### src/rtl/intc_pkg.sv
package intc_pkg;
  localparam int PRIO_W = 4;
  localparam int LEVELS = 1 << PRIO_W;

  // register kinds, offset above the per-source level registers
  typedef enum logic [2:0] {
    RK_CUR   = 3'd0,
    RK_CLAIM = 3'd1,
    RK_DONE  = 3'd2,
    RK_SWSET = 3'd3,
    RK_SWCLR = 3'd4
  } reg_kind_e;

  localparam int NUM_KINDS = 5;
endpackage

### src/rtl/intc_arbiter.sv
module intc_arbiter
  import intc_pkg::*;
#(
  parameter int N_SRC = 12,
  parameter int VEC_W = 4
) (
  input  logic [N_SRC-1:0]        pend_i,
  input  logic [N_SRC*PRIO_W-1:0] prio_i,
  output logic                    win_valid_o,
  output logic [VEC_W-1:0]        win_vec_o,
  output logic [PRIO_W-1:0]       win_prio_o
);
  logic [PRIO_W-1:0] best_p;
  logic [VEC_W-1:0]  best_v;

  // strict compare: a later source only wins on a higher level, so ties
  // resolve to the lowest number and level 0 can never be selected
  always_comb begin
    best_p = '0;
    best_v = '0;
    for (int i = 0; i < N_SRC; i++) begin
      if (pend_i[i] && (prio_i[i*PRIO_W +: PRIO_W] > best_p)) begin
        best_p = prio_i[i*PRIO_W +: PRIO_W];
        best_v = VEC_W'(i);
      end
    end
  end

  assign win_valid_o = (best_p != '0);
  assign win_vec_o   = best_v;
  assign win_prio_o  = best_p;
endmodule

### src/rtl/intc_prio_stack.sv
module intc_prio_stack #(
  parameter int DEPTH = 16,
  parameter int W     = 4
) (
  input  logic         clk,
  input  logic         rst_n,
  input  logic         push_i,
  input  logic         pop_i,
  input  logic [W-1:0] push_data_i,
  output logic [W-1:0] top_o,
  output logic         empty_o,
  output logic         full_o
);
  localparam int PTR_W = (DEPTH > 1) ? $clog2(DEPTH) : 1;
  localparam int CNT_W = $clog2(DEPTH + 1);

  logic [W-1:0]     mem_q [DEPTH];
  logic [CNT_W-1:0] cnt_q, cnt_d;
  logic [CNT_W-1:0] top_idx;

  assign empty_o = (cnt_q == '0);
  assign full_o  = (cnt_q == CNT_W'(DEPTH));
  assign top_idx = cnt_q - 1'b1;
  assign top_o   = empty_o ? '0 : mem_q[top_idx[PTR_W-1:0]];

  always_comb begin
    cnt_d = cnt_q;
    if (push_i && !full_o)      cnt_d = cnt_q + 1'b1;
    else if (pop_i && !empty_o) cnt_d = cnt_q - 1'b1;
  end

  always_ff @(posedge clk or negedge rst_n) begin
    if (!rst_n) cnt_q <= '0;
    else        cnt_q <= cnt_d;
  end

  // data storage needs no reset: it is only read below the count
  always_ff @(posedge clk) begin
    if (push_i && !full_o) mem_q[cnt_q[PTR_W-1:0]] <= push_data_i;
  end

  // the controller never asks for a push beyond the depth
  p_no_overflow_r10: assert property (@(posedge clk) disable iff (!rst_n)
    !(push_i && full_o));

  // a pop on an empty stack is filtered before it reaches here
  p_no_underflow_r8: assert property (@(posedge clk) disable iff (!rst_n)
    !(pop_i && empty_o));
endmodule

### src/rtl/prio_intc.sv
module prio_intc
  import intc_pkg::*;
#(
  parameter int N_HW        = 8,
  parameter int N_SW        = 4,
  parameter int STACK_DEPTH = 16,
  parameter int DATA_W      = 32,
  localparam int N_SRC      = N_HW + N_SW,
  localparam int VEC_W      = (N_SRC > 1) ? $clog2(N_SRC) : 1,
  localparam int ADDR_W     = $clog2(N_SRC + NUM_KINDS)
) (
  input  logic              clk,
  input  logic              rst_n,
  input  logic [N_HW-1:0]   hw_req_i,
  input  logic              reg_wr_i,
  input  logic              reg_rd_i,
  input  logic [ADDR_W-1:0] reg_addr_i,
  input  logic [DATA_W-1:0] reg_wdata_i,
  output logic [DATA_W-1:0] reg_rdata_o,
  output logic              irq_o,
  output logic [VEC_W-1:0]  irq_vec_o,
  output logic [PRIO_W-1:0] irq_prio_o
);
  localparam logic [ADDR_W-1:0] A_CUR   = ADDR_W'(N_SRC + int'(RK_CUR));
  localparam logic [ADDR_W-1:0] A_CLAIM = ADDR_W'(N_SRC + int'(RK_CLAIM));
  localparam logic [ADDR_W-1:0] A_DONE  = ADDR_W'(N_SRC + int'(RK_DONE));
  localparam logic [ADDR_W-1:0] A_SWSET = ADDR_W'(N_SRC + int'(RK_SWSET));
  localparam logic [ADDR_W-1:0] A_SWCLR = ADDR_W'(N_SRC + int'(RK_SWCLR));

  logic [PRIO_W-1:0]       prio_q [N_SRC];
  logic [N_SRC*PRIO_W-1:0] prio_flat;
  logic [N_SW-1:0]         sw_pend_q, sw_pend_d;
  logic [PRIO_W-1:0]       cur_q, cur_d;
  logic                    irq_q, irq_d;
  logic [VEC_W-1:0]        vec_q, vec_d;
  logic [PRIO_W-1:0]       ip_q, ip_d;
  logic [N_SRC-1:0]        pend;
  logic                    win_valid;
  logic [VEC_W-1:0]        win_vec;
  logic [PRIO_W-1:0]       win_prio;
  logic                    stk_empty, stk_full;
  logic [PRIO_W-1:0]       stk_top;
  logic                    claim_ok, done_ok, cur_we, swset_we, swclr_we;

  assign pend = {sw_pend_q, hw_req_i};

  // per-source level registers
  for (genvar g = 0; g < N_SRC; g++) begin : g_src
    logic lvl_we;
    assign lvl_we = reg_wr_i && (reg_addr_i == ADDR_W'(g));
    always_ff @(posedge clk or negedge rst_n) begin
      if (!rst_n)      prio_q[g] <= '0;
      else if (lvl_we) prio_q[g] <= reg_wdata_i[PRIO_W-1:0];
    end
    assign prio_flat[g*PRIO_W +: PRIO_W] = prio_q[g];
  end

  intc_arbiter #(.N_SRC(N_SRC), .VEC_W(VEC_W)) u_arb (
    .pend_i      (pend),
    .prio_i      (prio_flat),
    .win_valid_o (win_valid),
    .win_vec_o   (win_vec),
    .win_prio_o  (win_prio)
  );

  // register port decode
  assign claim_ok = reg_rd_i && (reg_addr_i == A_CLAIM) && irq_q && !stk_full;
  assign done_ok  = reg_wr_i && (reg_addr_i == A_DONE) && !stk_empty;
  assign cur_we   = reg_wr_i && (reg_addr_i == A_CUR);
  assign swset_we = reg_wr_i && (reg_addr_i == A_SWSET);
  assign swclr_we = reg_wr_i && (reg_addr_i == A_SWCLR);

  intc_prio_stack #(.DEPTH(STACK_DEPTH), .W(PRIO_W)) u_stk (
    .clk         (clk),
    .rst_n       (rst_n),
    .push_i      (claim_ok),
    .pop_i       (done_ok),
    .push_data_i (cur_q),
    .top_o       (stk_top),
    .empty_o     (stk_empty),
    .full_o      (stk_full)
  );

  // next state
  always_comb begin
    cur_d = cur_q;
    if (claim_ok)     cur_d = ip_q;
    else if (done_ok) cur_d = stk_top;
    else if (cur_we)  cur_d = reg_wdata_i[PRIO_W-1:0];

    sw_pend_d = sw_pend_q;
    if (swset_we)      sw_pend_d = sw_pend_q | reg_wdata_i[N_SW-1:0];
    else if (swclr_we) sw_pend_d = sw_pend_q & ~reg_wdata_i[N_SW-1:0];

    // compare against the level that will hold after this edge
    irq_d = win_valid && (win_prio > cur_d);
    vec_d = irq_d ? win_vec : '0;
    ip_d  = irq_d ? win_prio : '0;
  end

  always_ff @(posedge clk or negedge rst_n) begin
    if (!rst_n) begin
      cur_q     <= '0;
      sw_pend_q <= '0;
      irq_q     <= 1'b0;
      vec_q     <= '0;
      ip_q      <= '0;
    end else begin
      cur_q     <= cur_d;
      sw_pend_q <= sw_pend_d;
      irq_q     <= irq_d;
      vec_q     <= vec_d;
      ip_q      <= ip_d;
    end
  end

  // read data
  always_comb begin
    reg_rdata_o = '0;
    for (int i = 0; i < N_SRC; i++) begin
      if (reg_addr_i == ADDR_W'(i)) reg_rdata_o = DATA_W'(prio_q[i]);
    end
    if (reg_addr_i == A_CUR)   reg_rdata_o = DATA_W'(cur_q);
    if (reg_addr_i == A_SWSET) reg_rdata_o = DATA_W'(sw_pend_q);
    if (reg_addr_i == A_CLAIM && irq_q && !stk_full) begin
      reg_rdata_o[DATA_W-1]  = 1'b1;
      reg_rdata_o[VEC_W-1:0] = vec_q;
    end
  end

  assign irq_o      = irq_q;
  assign irq_vec_o  = vec_q;
  assign irq_prio_o = ip_q;

  // a presented request always sits above the running level
  p_above_cur_r2: assert property (@(posedge clk) disable iff (!rst_n)
    irq_o |-> (irq_prio_o > cur_q));

  // a claim raises the running level to the claimed level
  p_claim_raise_r7: assert property (@(posedge clk) disable iff (!rst_n)
    claim_ok |=> (cur_q == $past(ip_q)));

  // completion restores the saved level
  p_done_pop_r8: assert property (@(posedge clk) disable iff (!rst_n)
    done_ok |=> (cur_q == $past(stk_top)));

  // cleared software sources are no longer pending
  p_swclr_r6: assert property (@(posedge clk) disable iff (!rst_n)
    swclr_we |=> ((sw_pend_q & $past(reg_wdata_i[N_SW-1:0])) == '0));
endmodule

### config.mk
export PLATFORM = sky130hd
export DESIGN_NAME = prio_intc
export DESIGN_NICKNAME = d
export VERILOG_FILES = /design/src/rtl/intc_pkg.sv /design/src/rtl/intc_arbiter.sv /design/src/rtl/intc_prio_stack.sv /design/src/rtl/prio_intc.sv
export SDC_FILE = /design/constraint.sdc
export NUM_CORES = 1
export LEC_CHECK = 0
export BUFFER_PORTS_ARGS = -buffer_cell sky130_fd_sc_hd__clkbuf_2
export CAP_MARGIN = 10
export CORE_MARGIN = 8
export CORE_UTILIZATION = 39
export DETAILED_ROUTE_END_ITERATION = 16
export GPL_TIMING_DRIVEN = 0
export HOLD_SLACK_MARGIN = 0.06
export SLEW_MARGIN = 25
export SYNTH_ARGS = -nofsm -noshare
export SYNTH_HDL_FRONTEND = slang
export SYNTH_SLANG_ARGS = --single-unit
### constraint.sdc
create_clock -name clk -period 20.7 [get_ports clk]
set_input_delay 3.105 -clock clk [delete_from_list [all_inputs] [get_ports clk]]
set_output_delay 3.105 -clock clk [all_outputs]
set_load 0.1 [all_outputs]
## After elaboration in Yosys (flattened, before gate mapping)

Memories as Yosys holds them, arrays and structs flattened.
Index checks and enable logic that the tools add are counted.
Widths: inputs -> output; s select.

| operators by class | value |
|---|---|
| add/sub/neg operators | 2 |
| order comparisons | 13 |
| equal/unequal tests | 17 |
| multiplexer cells | 51 |
| bitwise operators | 3 |
| reduce and logical (&&, ||, !) cells | 44 |

Operators by type and width:

| operator | number |
|---|---|
| $mux 32 | 13 |
| $mux 4 | 26 |
| $gt 4x4->1 | 12 |
| $eq 5x4->1 const B | 8 |
| $logic_and 1x1->1 | 37 |
| $eq 5x3->1 const B | 4 |
| $mux 3 | 4 |
| $eq 5x2->1 const B | 2 |
| $eq 5x5->1 const B | 2 |
| $logic_not 5->1 | 2 |
| $mux 5 | 2 |
| $add 5x1->5 const B | 1 |
| $eq 5x1->1 const B | 1 |
| $sub 5x1->5 const B | 1 |
| $and 4x4->4 | 1 |
| $gt 4x1->1 const B | 1 |
| $mux 1 | 4 |
| $mux 2 | 2 |
| $not 4->4 | 1 |
| $or 4x4->4 | 1 |
| $reduce_bool 2->1 | 2 |
| $reduce_bool 4->1 | 1 |
| $logic_not 1->1 | 2 |

| storage, ports and cells | value |
|---|---|
| register bits after elaboration | 70 |
| RAM bits | 64 |
| word-level logic and storage cells | 149 |
| memories kept | 1 |

Memory list:

| name | depth | bits a word | rd ports | clocked after Yosys merged registers in | write ports | RTL line | RTL |
|---|---|---|---|---|---|---|---|
| u_stk.mem_q | 16 | 4 | 1 | 0 | 1 | intc_prio_stack.sv:17 | `logic [W-1:0] mem_q [DEPTH];` |

## Depth between registers and ports, before layout

| depth | value |
|---|---|
| word-level depth | 39 |
| gate-level depth with buffers | 109 |
| gate-level depth less buffers | 107 |

## By module

A second synthesis with hierarchy kept.

| unflattened totals | value |
|---|---|
| cell total of the unflattened synthesis | 817 |
| area total of the unflattened synthesis | 9042.4 µm² |

By module, submodules not included:

| module | instances | cells an instance | area each (µm²) |
|---|---|---|---|
| prio_intc | 1 | 345 | 3818.7 |
| intc_prio_stack | 1 | 162 | 2949.1 |
| intc_arbiter | 1 | 310 | 2274.7 |

## Worst setup path before layout

Ideal clock, no wire load.

| timing | value |
|---|---|
| path type | in2reg |
| start point | input port hw_req_i[0] |
| end point | register vec_q[3], in the netlist irq_vec_o[3] |
| setup time | 0.094 ns |
| data arrival time | 20.859 ns |
| path slack | -0.253 ns |
| cell stages on the path | 102 |
| cell sequence | nand2_1 -> ha_1 -> nor2b_2 -> o211ai_2 -> a21oi_1 -> mux2_2 -> ha_1 -> inv_1 -> a21o_1 -> inv_1 -> o31ai_4 -> o311ai_2 -> nor2_1 -> mux2i_1 -> ha_1 -> a21o_1 -> maj3_1 -> a21o_1 -> [66 not listed] -> inv_1 -> ha_1 -> a21oi_1 -> o21ai_0 -> nor3_1 -> mux2i_1 -> o311ai_2 -> o21a_1 -> a41oi_4 -> mux2_2 -> ha_1 -> nand2_1 -> nand2_1 -> nor2_1 -> inv_1 -> o311ai_1 -> nor2_1 -> a211oi_1 |

| between the ends | value |
|---|---|
| cells in the longest elaborated chain, start to end | 38 |

Ends and longest elaborated chain:

| item | RTL line | RTL |
|---|---|---|
| start: declaration | prio_intc.sv:14 | `input logic [N_HW-1:0] hw_req_i,` |
| $logic_and 1x1->1 (*) | intc_arbiter.sv:22 | `if (pend_i[i] && (prio_i[i*PRIO_W +: PRIO_W] > best_p)) begin` |
| $mux 4 (*) | intc_arbiter.sv:22 |  |
| $gt 4x4->1 | intc_arbiter.sv:22 |  |
| $logic_and 1x1->1 | intc_arbiter.sv:22 |  |
| $mux 4 (*) | intc_arbiter.sv:22 |  |
| $gt 4x4->1 | intc_arbiter.sv:22 |  |
| $logic_and 1x1->1 | intc_arbiter.sv:22 |  |
| $mux 4 (*) | intc_arbiter.sv:22 |  |
| [23 not listed] | - |  |
| $mux 4 | intc_arbiter.sv:22 |  |
| $gt 4x4->1 | intc_arbiter.sv:22 |  |
| $logic_and 1x1->1 | intc_arbiter.sv:22 |  |
| $mux 4 | intc_arbiter.sv:22 |  |
| $gt 4x4->1 or $reduce_bool 4->1 (tied branches) | prio_intc.sv:96, intc_arbiter.sv:29 |  |
| $logic_and 1x1->1 | prio_intc.sv:96 | `irq_d = win_valid && (win_prio > cur_d);` |
| $mux 4 (*) | prio_intc.sv:97 | `vec_d = irq_d ? win_vec : '0;` |
| named net vec_d[3] | prio_intc.sv:35 | `logic [VEC_W-1:0] vec_q, vec_d;` |
| end signal: assignment | prio_intc.sv:112 | `vec_q <= vec_d;` |
| end: declaration | prio_intc.sv:35 |  |

The timed path passes the listed nets; every way through them passes the cells marked *.
A chain may end at the register's enable or synchronous reset.

## Worst setup path in the final report

| timing | value |
|---|---|
| start point | input port hw_req_i[0] |
| end point | register vec_q[2], in the netlist irq_vec_o[2] |

| between the ends | value |
|---|---|
| cells in the longest elaborated chain, start to end | 38 |

Ends and longest elaborated chain:

| item | RTL line |
|---|---|
| $logic_and 1x1->1 (*) | intc_arbiter.sv:22 |
| $mux 4 (*) | intc_arbiter.sv:22 |
| $gt 4x4->1 | intc_arbiter.sv:22 |
| $logic_and 1x1->1 | intc_arbiter.sv:22 |
| $mux 4 (*) | intc_arbiter.sv:22 |
| $gt 4x4->1 | intc_arbiter.sv:22 |
| $logic_and 1x1->1 | intc_arbiter.sv:22 |
| $mux 4 (*) | intc_arbiter.sv:22 |
| [23 not listed] | - |
| $mux 4 | intc_arbiter.sv:22 |
| $gt 4x4->1 | intc_arbiter.sv:22 |
| $logic_and 1x1->1 | intc_arbiter.sv:22 |
| $mux 4 | intc_arbiter.sv:22 |
| $gt 4x4->1 or $reduce_bool 4->1 (tied branches) | prio_intc.sv:96, intc_arbiter.sv:29 |
| $logic_and 1x1->1 | prio_intc.sv:96 |
| $mux 4 (*) | prio_intc.sv:97 |
| named net vec_d[2] | prio_intc.sv:35 |

Marks and branches as above.

==> summary.md <==
| Metric | Value |
|---|---|
| Status | complete, no violations |
| Delay of the slowest cell on the worst path | 400 ps |
| Worst slew margin | 33.9% |
| Placed cell areas | 9440 sq um |
| Startpoint Class | input port |
| Final Hold Fails | 0 |
| DRC | 0 |
| # setup viols final | 0 |
| Fillers | 1,983 |
| Required time of the worst setup path | 20,980 ps |
| Number of global-route vias before repair | 6,621 |
| Worst-skew pair later-pin latency | 420 ps |
| Clk buf depth | 2 |
| Avg WL per Cell | 19.0 microns |
| Drt total wl | 24,100 microns |
| Slew Limit Fails | 0 |
| CP Capture Type | flop |
| Nets | 1,060 |
| Yosys reg bits | 134 |
| Die width | 166 microns |
| Diode count | 0 |
| Crit path DAT | 20,540 ps |
| Most used cell, CP | ha_4 |
| Slowest cell on crit path | a221o_1 |
| Wire length of the first global-routing pass | 36,200 microns |
| Fin Clk Skew | 6.32 ps |
| Crit share post-route | 97.9% |
| Cell Count, Final, Fillers Out | 1,267 |
| Hold buffer count at CTS | 0 |
| Chip height | 166 microns |
| Via density | 5.56 |
| Area growth from synthesis to layout | 29.0% |
| CTS tree | yes |
| DP Cell Count | 1,170 |
| GP Congestion | 0.837 |
| Gr ovfl total | 0 |
| Mapped Cells | 825 |
| Primary FF master, synth | dfrtp_1 |
| Hold Path Class | reg -> reg |
| Ys async rst share | 52.2% |
| Mapped Area | 8780 sq um |
| Avg Inst Size Synth | 10.6 sq um |
| Number of flops mapped to enable cells by yosys | 64 |
| Num ports | 90 |
| Sequential fraction of the synthesis area | 41.9% |
| Fin area | 11,300 sq um |
| Antenna violations before repair | 0 |
| DP HPWL | 16,600 microns |
| 1st-iter DRT viols | 475 |
| Max_cap viols | 0 |
| Fin crit period | 20,260 ps |
| H-tree Lvls | 4 |
| Pre-Repair DR Iteration Count | 6 |
| Yosys Warn Count | 0 |
| Pin count of the biggest net entering global routing | 39 |
| Worst slew pin tran | 988 ps |
| Routed vias | 7,046 |
| I/O Buffers | 33 |
| Clk sinks | 134 |
| Row cnt | 55 |
| RSZ-0062 raised after global routing | yes |
| Root Driver | clkbuf_16 |
| Cts bufs inserted | 17 |
| Max Fclk | 49.4 MHz |
| Total GRT Usage | 16.5% |
| Die Area | 27,600 sq um |
| Critical path peak fanout | 7 |
| Share of layout cells above drive strength 1 | 37.4% |
| Netlist cell types | 81 |
| Post-DRT Antenna Nets | 0 |
| Core area | 22,400 sq um |
| Critical path type | in -> reg |
| Effective utilization at floorplan | 39.2% |
| Clk slew on worst S/H paths | 60 ps |
sequential cells by signal (all words and copies together) (netlist names), named ones only:
| register | flops |
|---|---|
| irq_vec_o | 4 |
| prio_flat | 48 |
| u_stk.mem_q | 64 |
| u_stk.cnt_q | 5 |
| cur_q | 4 |
| irq_prio_o | 4 |
| irq_o | 1 |
metrics by stage:
step	setup TNS [ps]	hold slack (ps)	setup slack, ps	utilization [%]
3_3_place_gp	-24430	485	-2860	42.1
5_1_grt	-4250	512	-498	50.6
6_report	0	500	437	50.6
2_1_floorplan	0	469	51.1	-
3_5_place_dp	-25340	492	-2940	42.2
4_1_cts	0	500	18.4	46.9
cell families (layout without fill, tap and decap cells):
group / Yosys count / count (layout) / share of synthesized area [%]
flip-flops: 134 / 134 / 41.9
XOR/XNOR: 11 / 11 / 1.10
AND/OR/NAND/NOR: 237 / 237 / 13.3
adder cells (fa/ha/maj): 44 / 44 / 6.22
other: 1 / 27 / 0.0427
AO/OA/AOI/OAI: 169 / 169 / 15.1
multiplexers: 113 / 113 / 16.3
buffers and inverters: 116 / 247 / 6.13
metal layers:
metal	track usage, %	wire, microns	part of all wire, %	vias to the layer above
met4	4.51	517	2.1	0
met3	3.14	1330	5.5	40
li1	-	-	-	3312
met5	0	0	0	-
met2	26.5	11400	47	229
met1	22.4	10800	45	3465
path summary, 6_finish.rpt:
path | startpoint | to | slack [ps] | cells past startpoint
min in group asynchronous | rst_n | irq_prio_o[1] | 2670 | 1
hold reg to reg | u_stk.cnt_q[4] | u_stk.cnt_q[4] | 500 | 1
setup / recovery | hw_req_i[0] | irq_vec_o[2] | 440 | 100
setup reg to reg | prio_flat[2] | irq_vec_o[2] | 2820 | 99
max in group asynchronous | rst_n | prio_flat[10] | 17470 | 2
hold / removal | u_stk.cnt_q[4] | u_stk.cnt_q[4] | 500 | 1
cells in the mapped netlist (22+ instances only):
| library cell | number | share of area, % |
|---|---|---|
| a21oi_1 | 29 | 1.7 |
| clkbuf_1 | 23 | 0.98 |
| dfrtp_1 | 70 | 20 |
| edfxtp_1 | 64 | 22 |
| inv_1 | 61 | 2.6 |
| mux2i_1 | 31 | 3.5 |
| nand2_1 | 74 | 3.2 |
| nor2_1 | 49 | 2.1 |
| ha_1 | 42 | 6.0 |
| mux2_2 | 64 | 8.2 |
| buf_4 | 27 | 2.3 |
| o21ai_0 | 30 | 1.7 |
| nor3_1 | 22 | 1.3 |
cells in the final DEF, fill, tap and decap left out, types with 12 or more instances in the layout:
cell type and count:
buf_4 91, nand2_1 70, dfrtp_1 70, edfxtp_1 64
mux2_2 51, inv_1 50, nor2_1 38, clkbuf_2 31
mux2i_1 27, conb_1 27, ha_4 26, clkbuf_1 24
a21oi_1 21, o21ai_0 18, mux4_2 17, clkbuf_16 17
nor3_1 16, mux2_4 14, o21a_1 13, ha_1 13
nand3_1 12, and3_1 12, and2_1 12, nor2b_1 12
repair_timing:
action	4_1_cts	5_1_grt
endpoints found under the setup margin	9	9
setup buffers	34	32
resized for setup	47	116
pin swaps	17	74
layout make-up:
class / instances / area [sq um] / area share, %
Sequential cell: 134 / 3670 / 32.4
Timing Repair Buffer: 100 / 706 / 6.23
Multi-Input combinational cell: 601 / 5460 / 48.2
Buffer: 54 / 312 / 2.75
Clock buffer: 19 / 433 / 3.82
Inverter: 61 / 234 / 2.07
Clock inverter: 13 / 155 / 1.37
Tap cell: 285 / 357 / 3.15
worst max-delay path: cells and delay by family:
family,cells,cell delay (ps)
mux,10,2860
compound gates,40,6960
fa+ha+maj,14,3390
simple gates,22,2890
buf+inv,14,1300
Power is not shown: default switching activity piles up to over one toggle a cycle in this logic, so the estimate is an artifact.
